File: src/rtl/dmarb_pkg.sv
package dmarb_pkg;
  typedef enum logic [1:0] {
    MODE_FIXED  = 2'b00,
    MODE_LOCK   = 2'b01,
    MODE_SWAP   = 2'b10,
    MODE_ROTATE = 2'b11
  } arb_mode_e;
endpackage

File: src/rtl/dmarb_picker.sv
module dmarb_picker #(
  parameter int N = 5,
  localparam int W = $clog2(N)
) (
  input  logic [N-1:0] req,
  input  logic [W-1:0] start,
  output logic [N-1:0] gnt,
  output logic [W-1:0] idx,
  output logic         valid
);
  always_comb begin
    gnt   = '0;
    idx   = '0;
    valid = 1'b0;
    for (int i = 0; i < N; i++) begin
      int k;
      k = int'(start) + i;
      if (k >= N) k = k - N;
      if (!valid && req[k]) begin
        valid  = 1'b1;
        gnt[k] = 1'b1;
        idx    = k[W-1:0];
      end
    end
  end
endmodule

File: src/rtl/dmarb_regs.sv
module dmarb_regs
  import dmarb_pkg::*;
#(
  parameter int N_FLAG = 3,
  parameter int N_ACK  = 2
) (
  input  logic              clk,
  input  logic              rst,
  input  logic              cfg_we,
  input  logic [1:0]        cfg_mode,
  input  logic [N_ACK-1:0]  cfg_sel,
  input  logic              clr_we,
  input  logic [N_FLAG-1:0] clr_mask,
  input  logic [N_FLAG-1:0] set_vec,
  output arb_mode_e         mode_q,
  output logic [N_ACK-1:0]  sel_q,
  output logic [N_FLAG-1:0] flag_q
);
  logic [N_FLAG-1:0] clr_eff;
  assign clr_eff = clr_we ? clr_mask : '0;

  always_ff @(posedge clk) begin
    if (rst) begin
      mode_q <= MODE_FIXED;
      sel_q  <= '0;
      flag_q <= '0;
    end else begin
      if (cfg_we) begin
        mode_q <= arb_mode_e'(cfg_mode);
        sel_q  <= cfg_sel;
      end
      flag_q <= (flag_q & ~clr_eff) | set_vec;
    end
  end

  // a clear without a simultaneous set drops the bridge flag
  a_r8_clear_drops: assert property (@(posedge clk) disable iff (rst)
    (clr_we && clr_mask[0] && !set_vec[0]) |=> !flag_q[0]);
  // a set always wins
  a_r8_set_wins: assert property (@(posedge clk) disable iff (rst)
    set_vec[0] |=> flag_q[0]);
endmodule

File: src/rtl/dmarb_ack.sv
module dmarb_ack #(
  parameter int N_SRC    = 5,
  parameter int N_ACK    = 2,
  parameter int ACK_BASE = 3,
  localparam int W = $clog2(N_SRC)
) (
  input  logic             clk,
  input  logic             rst,
  input  logic [N_SRC-1:0] nxt_gnt,
  input  logic             nxt_valid,
  input  logic [W-1:0]     nxt_idx,
  input  logic [N_ACK-1:0] sel_q,
  input  logic             xfer,
  output logic [N_ACK-1:0] ack_o
);
  logic [W-1:0] owner_q;
  logic         owner_v;

  always_ff @(posedge clk) begin
    if (rst) begin
      owner_q <= '0;
      owner_v <= 1'b0;
    end else if (nxt_valid) begin
      owner_q <= nxt_idx;
      owner_v <= 1'b1;
    end
  end

  for (genvar k = 0; k < N_ACK; k++) begin : g_pin
    always_ff @(posedge clk) begin
      if (rst) ack_o[k] <= 1'b0;
      else if (sel_q[k]) ack_o[k] <= xfer && owner_v && (owner_q == W'(ACK_BASE + k));
      else ack_o[k] <= nxt_gnt[ACK_BASE + k];
    end
  end

  // request-acknowledge style follows the grant of its line
  a_r9_req_style: assert property (@(posedge clk) disable iff (rst)
    (!sel_q[0] && nxt_gnt[ACK_BASE]) |=> ack_o[0]);
endmodule

File: src/rtl/dma_req_arbiter.sv
module dma_req_arbiter
  import dmarb_pkg::*;
#(
  parameter int N_LINE   = 4,
  parameter int N_FLAG   = 3,
  parameter int N_ACK    = 2,
  parameter int ACK_BASE = 3,
  localparam int N_SRC   = N_LINE + 1,
  localparam int W       = $clog2(N_SRC),
  localparam int STAT_W  = N_FLAG + N_ACK + 2 + 1
) (
  input  logic              clk,
  input  logic              rst,
  input  logic              req_bridge_i,
  input  logic [N_LINE-1:0] req_line_i,
  input  logic [N_LINE-1:0] line_exempt_i,
  input  logic              cfg_we_i,
  input  logic [1:0]        cfg_mode_i,
  input  logic [N_ACK-1:0]  cfg_ack_sel_i,
  input  logic              clr_we_i,
  input  logic [N_FLAG-1:0] clr_mask_i,
  input  logic              xfer_strobe_i,
  output logic [N_SRC-1:0]  grant_o,
  output logic [N_ACK-1:0]  ack_o,
  output logic [STAT_W-1:0] status_o
);
  arb_mode_e         mode_q;
  logic [N_ACK-1:0]  sel_q;
  logic [N_FLAG-1:0] flag_q;
  logic [W-1:0]      ptr_q;
  logic              lock;
  logic              swap;
  logic [N_SRC-1:0]  elig, perm, pick_gnt, nxt_gnt;
  logic [W-1:0]      pick_idx, nxt_idx, start;
  logic              pick_valid;

  assign lock = (mode_q == MODE_LOCK) && flag_q[0];
  assign swap = (mode_q == MODE_SWAP);

  // eligibility: bridge never blocked; lines blocked during lockout unless exempt
  always_comb begin
    elig[0] = req_bridge_i;
    for (int i = 0; i < N_LINE; i++)
      elig[i+1] = req_line_i[i] && !(lock && !line_exempt_i[i]);
  end

  always_comb begin
    perm = elig;
    if (swap) begin
      perm[0] = elig[1];
      perm[1] = elig[0];
    end
  end

  assign start = (mode_q == MODE_ROTATE) ? ptr_q : '0;

  dmarb_picker #(.N(N_SRC)) u_pick (
    .req(perm), .start(start), .gnt(pick_gnt), .idx(pick_idx), .valid(pick_valid)
  );

  always_comb begin
    nxt_gnt = pick_gnt;
    nxt_idx = pick_idx;
    if (swap) begin
      nxt_gnt[0] = pick_gnt[1];
      nxt_gnt[1] = pick_gnt[0];
      if (pick_idx == W'(0)) nxt_idx = W'(1);
      else if (pick_idx == W'(1)) nxt_idx = W'(0);
    end
  end

  always_ff @(posedge clk) begin
    if (rst) begin
      grant_o <= '0;
      ptr_q   <= '0;
    end else begin
      grant_o <= nxt_gnt;
      if (mode_q == MODE_ROTATE && pick_valid)
        ptr_q <= (nxt_idx == W'(N_SRC - 1)) ? '0 : nxt_idx + W'(1);
    end
  end

  dmarb_regs #(.N_FLAG(N_FLAG), .N_ACK(N_ACK)) u_regs (
    .clk(clk), .rst(rst), .cfg_we(cfg_we_i), .cfg_mode(cfg_mode_i),
    .cfg_sel(cfg_ack_sel_i), .clr_we(clr_we_i), .clr_mask(clr_mask_i),
    .set_vec(nxt_gnt[N_FLAG-1:0]), .mode_q(mode_q), .sel_q(sel_q), .flag_q(flag_q)
  );

  dmarb_ack #(.N_SRC(N_SRC), .N_ACK(N_ACK), .ACK_BASE(ACK_BASE)) u_ack (
    .clk(clk), .rst(rst), .nxt_gnt(nxt_gnt), .nxt_valid(pick_valid),
    .nxt_idx(nxt_idx), .sel_q(sel_q), .xfer(xfer_strobe_i), .ack_o(ack_o)
  );

  assign status_o = {1'b0, mode_q, sel_q, flag_q};

  // never more than one grant
  a_r2_onehot: assert property (@(posedge clk) disable iff (rst)
    $onehot0(grant_o));
  // a grant needs a request in the previous cycle
  a_r2_needs_req: assert property (@(posedge clk) disable iff (rst)
    (grant_o & ~$past({req_line_i, req_bridge_i})) == '0);
  // bridge wins in the fixed order
  a_r3_bridge_first: assert property (@(posedge clk) disable iff (rst)
    (mode_q == MODE_FIXED && req_bridge_i) |=> grant_o[0]);
  // line 0 wins in the swapped order
  a_r4_line0_first: assert property (@(posedge clk) disable iff (rst)
    (mode_q == MODE_SWAP && req_line_i[0]) |=> grant_o[1]);
  // during lockout only exempt lines are granted
  a_r6_lockout: assert property (@(posedge clk) disable iff (rst)
    lock |=> ((grant_o[N_SRC-1:1] & ~$past(line_exempt_i)) == '0));
endmodule

File: config.mk
export PLATFORM = sky130hd
export DESIGN_NAME = dma_req_arbiter
export DESIGN_NICKNAME = d
export VERILOG_FILES = /design/src/rtl/dmarb_pkg.sv /design/src/rtl/dmarb_picker.sv /design/src/rtl/dmarb_regs.sv /design/src/rtl/dmarb_ack.sv /design/src/rtl/dma_req_arbiter.sv
export SDC_FILE = /design/constraint.sdc
export NUM_CORES = 1
export LEC_CHECK = 0
export ABC_AREA = 0
export BUFFER_PORTS_ARGS = -buffer_cell sky130_fd_sc_hd__buf_4
export CAP_MARGIN = 20
export CORE_MARGIN = 8
export CORE_UTILIZATION = 53
export DETAILED_ROUTE_END_ITERATION = 10
export PLACE_DENSITY_LB_ADDON = 0.2
export SYNTH_ARGS = -nofsm -noshare
export SYNTH_HDL_FRONTEND = slang
export SYNTH_SLANG_ARGS = --single-unit
export TNS_END_PERCENT = 50
File: constraint.sdc
create_clock -name clk -period 4.3 [get_ports clk]
set_input_delay 0.43 -clock clk [delete_from_list [all_inputs] [get_ports clk]]
set_output_delay 0.43 -clock clk [all_outputs]
set_load 0.005 [all_outputs]
==> results of run 1 <==
[registers in the layout (all words and copies together), names as in the netlist]
signal         count
u_ack.ack_o        2
grant_o            5
ptr_q              3
u_regs.mode_q      2
u_regs.sel_q       2
u_regs.flag_q      3
u_ack.owner_v      1
u_ack.owner_q      3
[power by group through the flow]
stage	combinational, µW	sequential, µW	clock (µW)
floorplan	93.4	218	0
global placement	152	220	0
detailed placement	153	220	0
CTS	154	216	139
global route	177	218	148
finish	164	216	140
[cell type report]
type	instances	share of cell area [%]
clock buffers	3	1.30
clock inverters	1	0.237
inverters	19	2.37
multi-input cells	274	65.5
flip-flops and latches	21	13.3
well taps	67	2.64
repair buffers	62	14.7
[layout by cell type (no fill, tap or decap), types with 3 or more instances in the layout]
cell       synthesis  routed
a211oi_1           4       4
a21o_1             5       5
a21oi_1           17      17
a31oi_1            6       6
and3_1             3       3
buf_4              3      62
clkbuf_8           0       3
dfxtp_1           21      19
ha_1              18      15
inv_1             15      15
mux2i_1           11      11
nand2_1           21      21
nand2_2            4       4
nand2b_1           6       6
nand3_1           12      12
nor2_1            31      29
nor2b_1            5       5
nor3_1            12      12
nor3b_1            3       3
nor4b_1            3       3
o2111ai_1          5       5
o211ai_1           3       3
o21a_1             3       3
o21ai_0           17      17
o21ai_1            5       5
o22ai_1            6       6
or3_1              3       3
[per-stage QoR]
| step | instance area, µm² | setup TNS, ps | total power [µW] |
|---|---|---|---|
| finish | 3170 | 0 | 520 |
| global route | 3170 | -14.9 | 543 |
| CTS | 3090 | 0 | 509 |
| detailed placement | 3040 | 0 | 374 |
| global placement | 3040 | 0 | 372 |
| floorplan | 2620 | 0 | 312 |
[critical path: stages, from the launching register on]
cell	delay, ps
dfxtp_1	430
nand3_4	170
ha_1	260
inv_1	70
ha_2	310
a21oi_1	190
mux2_2	420
o21a_1	180
o2bb2ai_1	320
a2111oi_4	180
a21o_1	220
a311oi_1	320
xor2_1	260
inv_1	80
ha_1	190
nor2_1	90
mux2i_1	70
a211oi_1	230
[per-layer routing]
layer / up-vias / share of wire (%) / track usage (%)
li1: 1358 / - / -
met1: 1360 / 42 / 31.8
met2: 149 / 47 / 39.7
met3: 29 / 8.0 / 4.91
met4: 0 / 3.3 / 9.70
met5: - / 0 / 0
[path summary, 6_finish.rpt]
kind / slack [ps] / start / to / cells after the start
worst min-delay path: 390 / cfg_ack_sel_i[1] / u_regs.sel_q[1] / 3
worst max-delay path: 230 / ptr_q[0] / ptr_q[2] / 17
worst min register to register: 490 / u_regs.flag_q[2] / u_regs.flag_q[2] / 1
worst max register to register: 230 / ptr_q[0] / ptr_q[2] / 17
[kinds of logic after synthesis]
group	Yosys count	synth area share, %
simple gates	127	27.6
compound gates	109	33.0
buf+inv	34	6.49
flops	21	16.0
fa+ha+maj	19	9.36
mux	15	6.35
xor+xnor	3	1.00
other cells	1	0.143
[timing repair]
item / 4_1_cts / 5_1_grt
setup endpoints to repair: 0 / 7
setup buffers: 0 / 4
gates resized for setup: 0 / 13
==> impl_metrics.env, run 1 <==
export IMPL_antenna_found_initial=0
export IMPL_endpoint_kind="flop"
export IMPL_wl_um=9350
export IMPL_clockRootBuffer="clkbuf_8"
export IMPL_powerDensity_nw_per_um2=164
export IMPL_yosys_top_cells_count="nor2_1, dfxtp_1, nand2_1"
export IMPL_fp_dieH_um=86.3
export IMPL_p_sw_share_pct=33.7
export IMPL_io_buffers=34
export IMPL_hold_slack_ps=393
export IMPL_timing_fmax_mhz=246
export IMPL_grt_ovfl_total=0
export IMPL_vias=2896
export IMPL_p_int_uw=345
export IMPL_fin_cells=447
export IMPL_ys_ff_latch=21
export IMPL_synth_top_cell_area_share_pct=16.0
export IMPL_post_route_drc_count=0
export IMPL_yosys_warnings=0
export IMPL_clkPwrFrac_pct=26.9
export IMPL_setup_violations=0
export IMPL_vdd_ir_drop_worst_mv=0.175
export IMPL_coreArea_um2=4750
export IMPL_period_share_pct=94.5
export IMPL_seqCellArea_um2=423
export IMPL_multi_input_area_um2=2080
export IMPL_cp_arrival_ps=4250
export IMPL_synthFlopType="dfxtp_1"
export IMPL_grt_pass1_vias=2706
export IMPL_async_flop_share_pct=0
export IMPL_comb_power_share_pct=31.5
export IMPL_finalWorstSetupSlack_ps=235
export IMPL_syn_inst=329
export IMPL_synth_edf_count=0
export IMPL_cp_required_ps=4490
export IMPL_netlist_area_um2=2620
export IMPL_clock_latency_ps=270
export IMPL_fp_dieW_um=86.3
export IMPL_postSynthAreaPerCell_um2=7.96
export IMPL_place_inst=439
export IMPL_relSlewSlack_pct=49.4
export IMPL_first_iter_violations=256
export IMPL_slew_violations=0
export IMPL_hpwl_um=7430
export IMPL_io_pins=36
export IMPL_drv_cap=0
export IMPL_yosysSeqAreaShare_pct=16.0
export IMPL_die_area_um2=7450
export IMPL_p_sw_uw=175
export IMPL_clk_pin_slew_ps=90
export IMPL_yosys_top_cells_area="dfxtp_1, ha_1, nor2_1, mux2i_1, a21oi_1"
export IMPL_cts_sinks=21
export IMPL_start_util_pct=55.1
export IMPL_tightest_slew_ps=754
export IMPL_path_max_fanout=11
export IMPL_start_kind="flop"
export IMPL_cts_max_path_buffers=2
export IMPL_min_period_ps=4070
export IMPL_drive_gt1_share_pct=28.9
export IMPL_yosysUniqueCellTypes=83
export IMPL_fin_util_pct=66.7
export IMPL_p_leak_uw=0.00130
export IMPL_status="complete, no violations"
export IMPL_yosysTopAreaCell="dfxtp_1"
export IMPL_cts_tree="yes"
export IMPL_wl_per_cell_um=20.9
export IMPL_pwr_share_seq_pct=41.6
export IMPL_grt_max_degree=19
export IMPL_fin_skew_ps=1.26
export IMPL_gp_congestion=1.10
export IMPL_post_place_ws_ps=35.5
export IMPL_cts_hold_buf=0
export IMPL_diodes=0
export IMPL_synth_most_common_cell="nor2_1"
export IMPL_grt_pass1_wl_um=14600
export IMPL_synth_nets=369
export IMPL_viasPerCell=6.48
export IMPL_grtUsageTotal_pct=24.8
export IMPL_antenna_left=0
export IMPL_fin_nets=421
export IMPL_cts_htree_levels=1
export IMPL_placementRows=25
export IMPL_hold_path_class="in2reg"
export IMPL_drt_pass1_iter_count=5
export IMPL_n_fill_cell=421
export IMPL_hold_viol=0
export IMPL_crit_type="reg2reg"
export IMPL_numCtsBuffers=3
export IMPL_syn2layout_area_growth_pct=21.1
(Power assumes the default switching activity.)
==> run 2, diff against run 1 <==
CORE_UTILIZATION = 40   (was 53)
HOLD_SLACK_MARGIN = 0.05   (was unset)
==> run 2 against run 1 <==
Flip-flop and latch count unchanged. Sequential power barely moved. Fmax is 0.53% lower. Cell area decreased by 0.20%. Via count decreased by 1.7%. Power shrank 3.0%. Critical endpoint is now ptr_q[0].
==> impl_metrics.env, run 2 (synthesis results as in run 1) <==
export IMPL_critPathMaxStageDelay_ps=430
export IMPL_hold_viol=0
export IMPL_grt_ovfl_total=0
export IMPL_min_period_ps=4090
export IMPL_fin_skew_ps=10.2
export IMPL_cts_max_path_buffers=2
export IMPL_cp_arrival_ps=4230
export IMPL_post_route_drc_count=0
export IMPL_layout_cells_most_common_list="buf_4, nor2_1, nand2_1, dfxtp_1"
export IMPL_grt_pass1_wl_um=14300
export IMPL_diodes=0
export IMPL_fp_dieH_um=96.9
export IMPL_hold_path_class="in2reg"
export IMPL_cts_tree="yes"
export IMPL_grtUsageTotal_pct=18.3
export IMPL_registers_top_by_ff_count="grant_o"
export IMPL_cp_required_ps=4440
export IMPL_wl_met2_um=4130
export IMPL_drv_cap=0
export IMPL_first_iter_violations=281
export IMPL_slowest_stage="ha_1"
export IMPL_cts_htree_levels=1
export IMPL_setup_violations=0
export IMPL_drt_pass1_iter_count=6
export IMPL_post_place_ws_ps=193
export IMPL_met3WireLength_um=768
export IMPL_wl_um=8900
export IMPL_n_fill_cell=646
export IMPL_numCtsBuffers=3
export IMPL_slew_violations=0
export IMPL_clock_latency_ps=270
export IMPL_antenna_found_initial=0
export IMPL_final_common_cell="buf_4"
export IMPL_critPathBufInv=3
export IMPL_fin_nets=421
export IMPL_path_max_fanout=7
export IMPL_placementRows=29
export IMPL_powerDensity_nw_per_um2=159
export IMPL_antenna_left=0
export IMPL_viasPerCell=6.23
export IMPL_coreArea_um2=6350
export IMPL_cts_sinks=21
export IMPL_p_leak_uw=0.00132
export IMPL_wl_met1_um=3750
export IMPL_tightest_slew_ps=634
export IMPL_vdd_ir_drop_worst_mv=0.173
export IMPL_cpMostUsedCell="buf_4"
export IMPL_syn2layout_area_growth_pct=20.9
export IMPL_clockRootBuffer="clkbuf_8"
export IMPL_largest_register_ffs=5
export IMPL_io_pins=36
export IMPL_fp_dieW_um=96.9
export IMPL_endpoint_kind="flop"
export IMPL_grt_setup_unrepaired="false"
export IMPL_timing_fmax_mhz=245
export IMPL_start_util_pct=41.3
export IMPL_hpwl_um=7060
export IMPL_grt_max_degree=19
export IMPL_status="complete, no violations"
export IMPL_period_share_pct=95.0
export IMPL_crit_chain="buf_4, nand3_2, ha_1, nand2_1, or3b_4, o21a_1, a21oi_2, o32ai_4, a2111oi_4, buf_4, nand2_2, mux2i_1, xor2_1, buf_4, ha_1, nand2_1, a41o_1"
export IMPL_vias=2847
export IMPL_io_buffers=34
export IMPL_drive_gt1_share_pct=28.2
export IMPL_routed_top_layer="met4"
export IMPL_clk_pin_slew_ps=80
export IMPL_finalWorstSetupSlack_ps=213
export IMPL_gp_congestion=0.934
export IMPL_grt_pass1_vias=2673
export IMPL_relSlewSlack_pct=57.2
export IMPL_cts_hold_buf=0
export IMPL_crit_family="compound AO/OA/AOI/OAI gates"
export IMPL_crit_type="reg2reg"
export IMPL_start_kind="flop"
export IMPL_die_area_um2=9400
export IMPL_setup_tns_ps=0
export IMPL_hold_slack_ps=393
export IMPL_wl_per_cell_um=19.5
[run 2: cell count changes in the layout (fill, tap and decap cells not counted), moves of 2 or more]
| cell | delta |
|---|---|
| nor2_1 | +2 |
| nor2_2 | -2 |
| a21oi_1 | -2 |
| ha_1 | +2 |
[run 2: through the flow]
step	instances	instance area (µm²)	total power [µW]	util, %
3_3_place_gp	449	3050	372	48.1
3_5_place_dp	449	3050	372	48.1
2_1_floorplan	329	2620	312	-
4_1_cts	453	3100	502	48.8
5_1_grt	457	3170	528	49.9
6_report	457	3170	504	49.9
[run 2: what timing repair did]
action	4_1_cts	5_1_grt
hold endpoints to repair	0	0
buffers inserted	0	4
gates resized for setup	0	8
setup endpoints to repair	0	5
[run 2: power breakdown]
part / internal, µW / total [µW] / switching [µW]
registers: 206 / 216 / 9.54
logic: 71.5 / 157 / 85.2
clock network: 66.1 / 132 / 65.5
total: 344 / 504 / 160
[run 2: metal layers]
metal	GRT usage [%]	up-vias
met4	8.05	0
met2	29.6	139
li1	-	1350
met1	22.9	1336
met3	3.49	22
met5	0	-
[run 2: tightest hold or removal path: stages]
cell,delay (ps)
buf_4,80
mux2i_1,50
nor2_1,70
[run 2: layout make-up]
type | count | area, µm² | share of cell area [%]
Clock buffer | 4 | 45.0 | 1.42
Inverter | 19 | 72.6 | 2.29
Multi-Input combinational cell | 274 | 2060 | 65.2
Sequential cell | 21 | 423 | 13.4
Tap cell | 77 | 96.3 | 3.04
Timing Repair Buffer | 62 | 465 | 14.7
[run 2: worst paths after layout]
kind                          from         endpoint  slack (ps)  cells after the start
hold / removal    cfg_ack_sel_i[1]  u_regs.sel_q[1]         390                      3
hold reg to reg      u_ack.owner_v    u_ack.owner_v         470                      2
setup / recovery  u_regs.mode_q[1]         ptr_q[0]         210                     17
setup reg to reg  u_regs.mode_q[1]         ptr_q[0]         210                     17
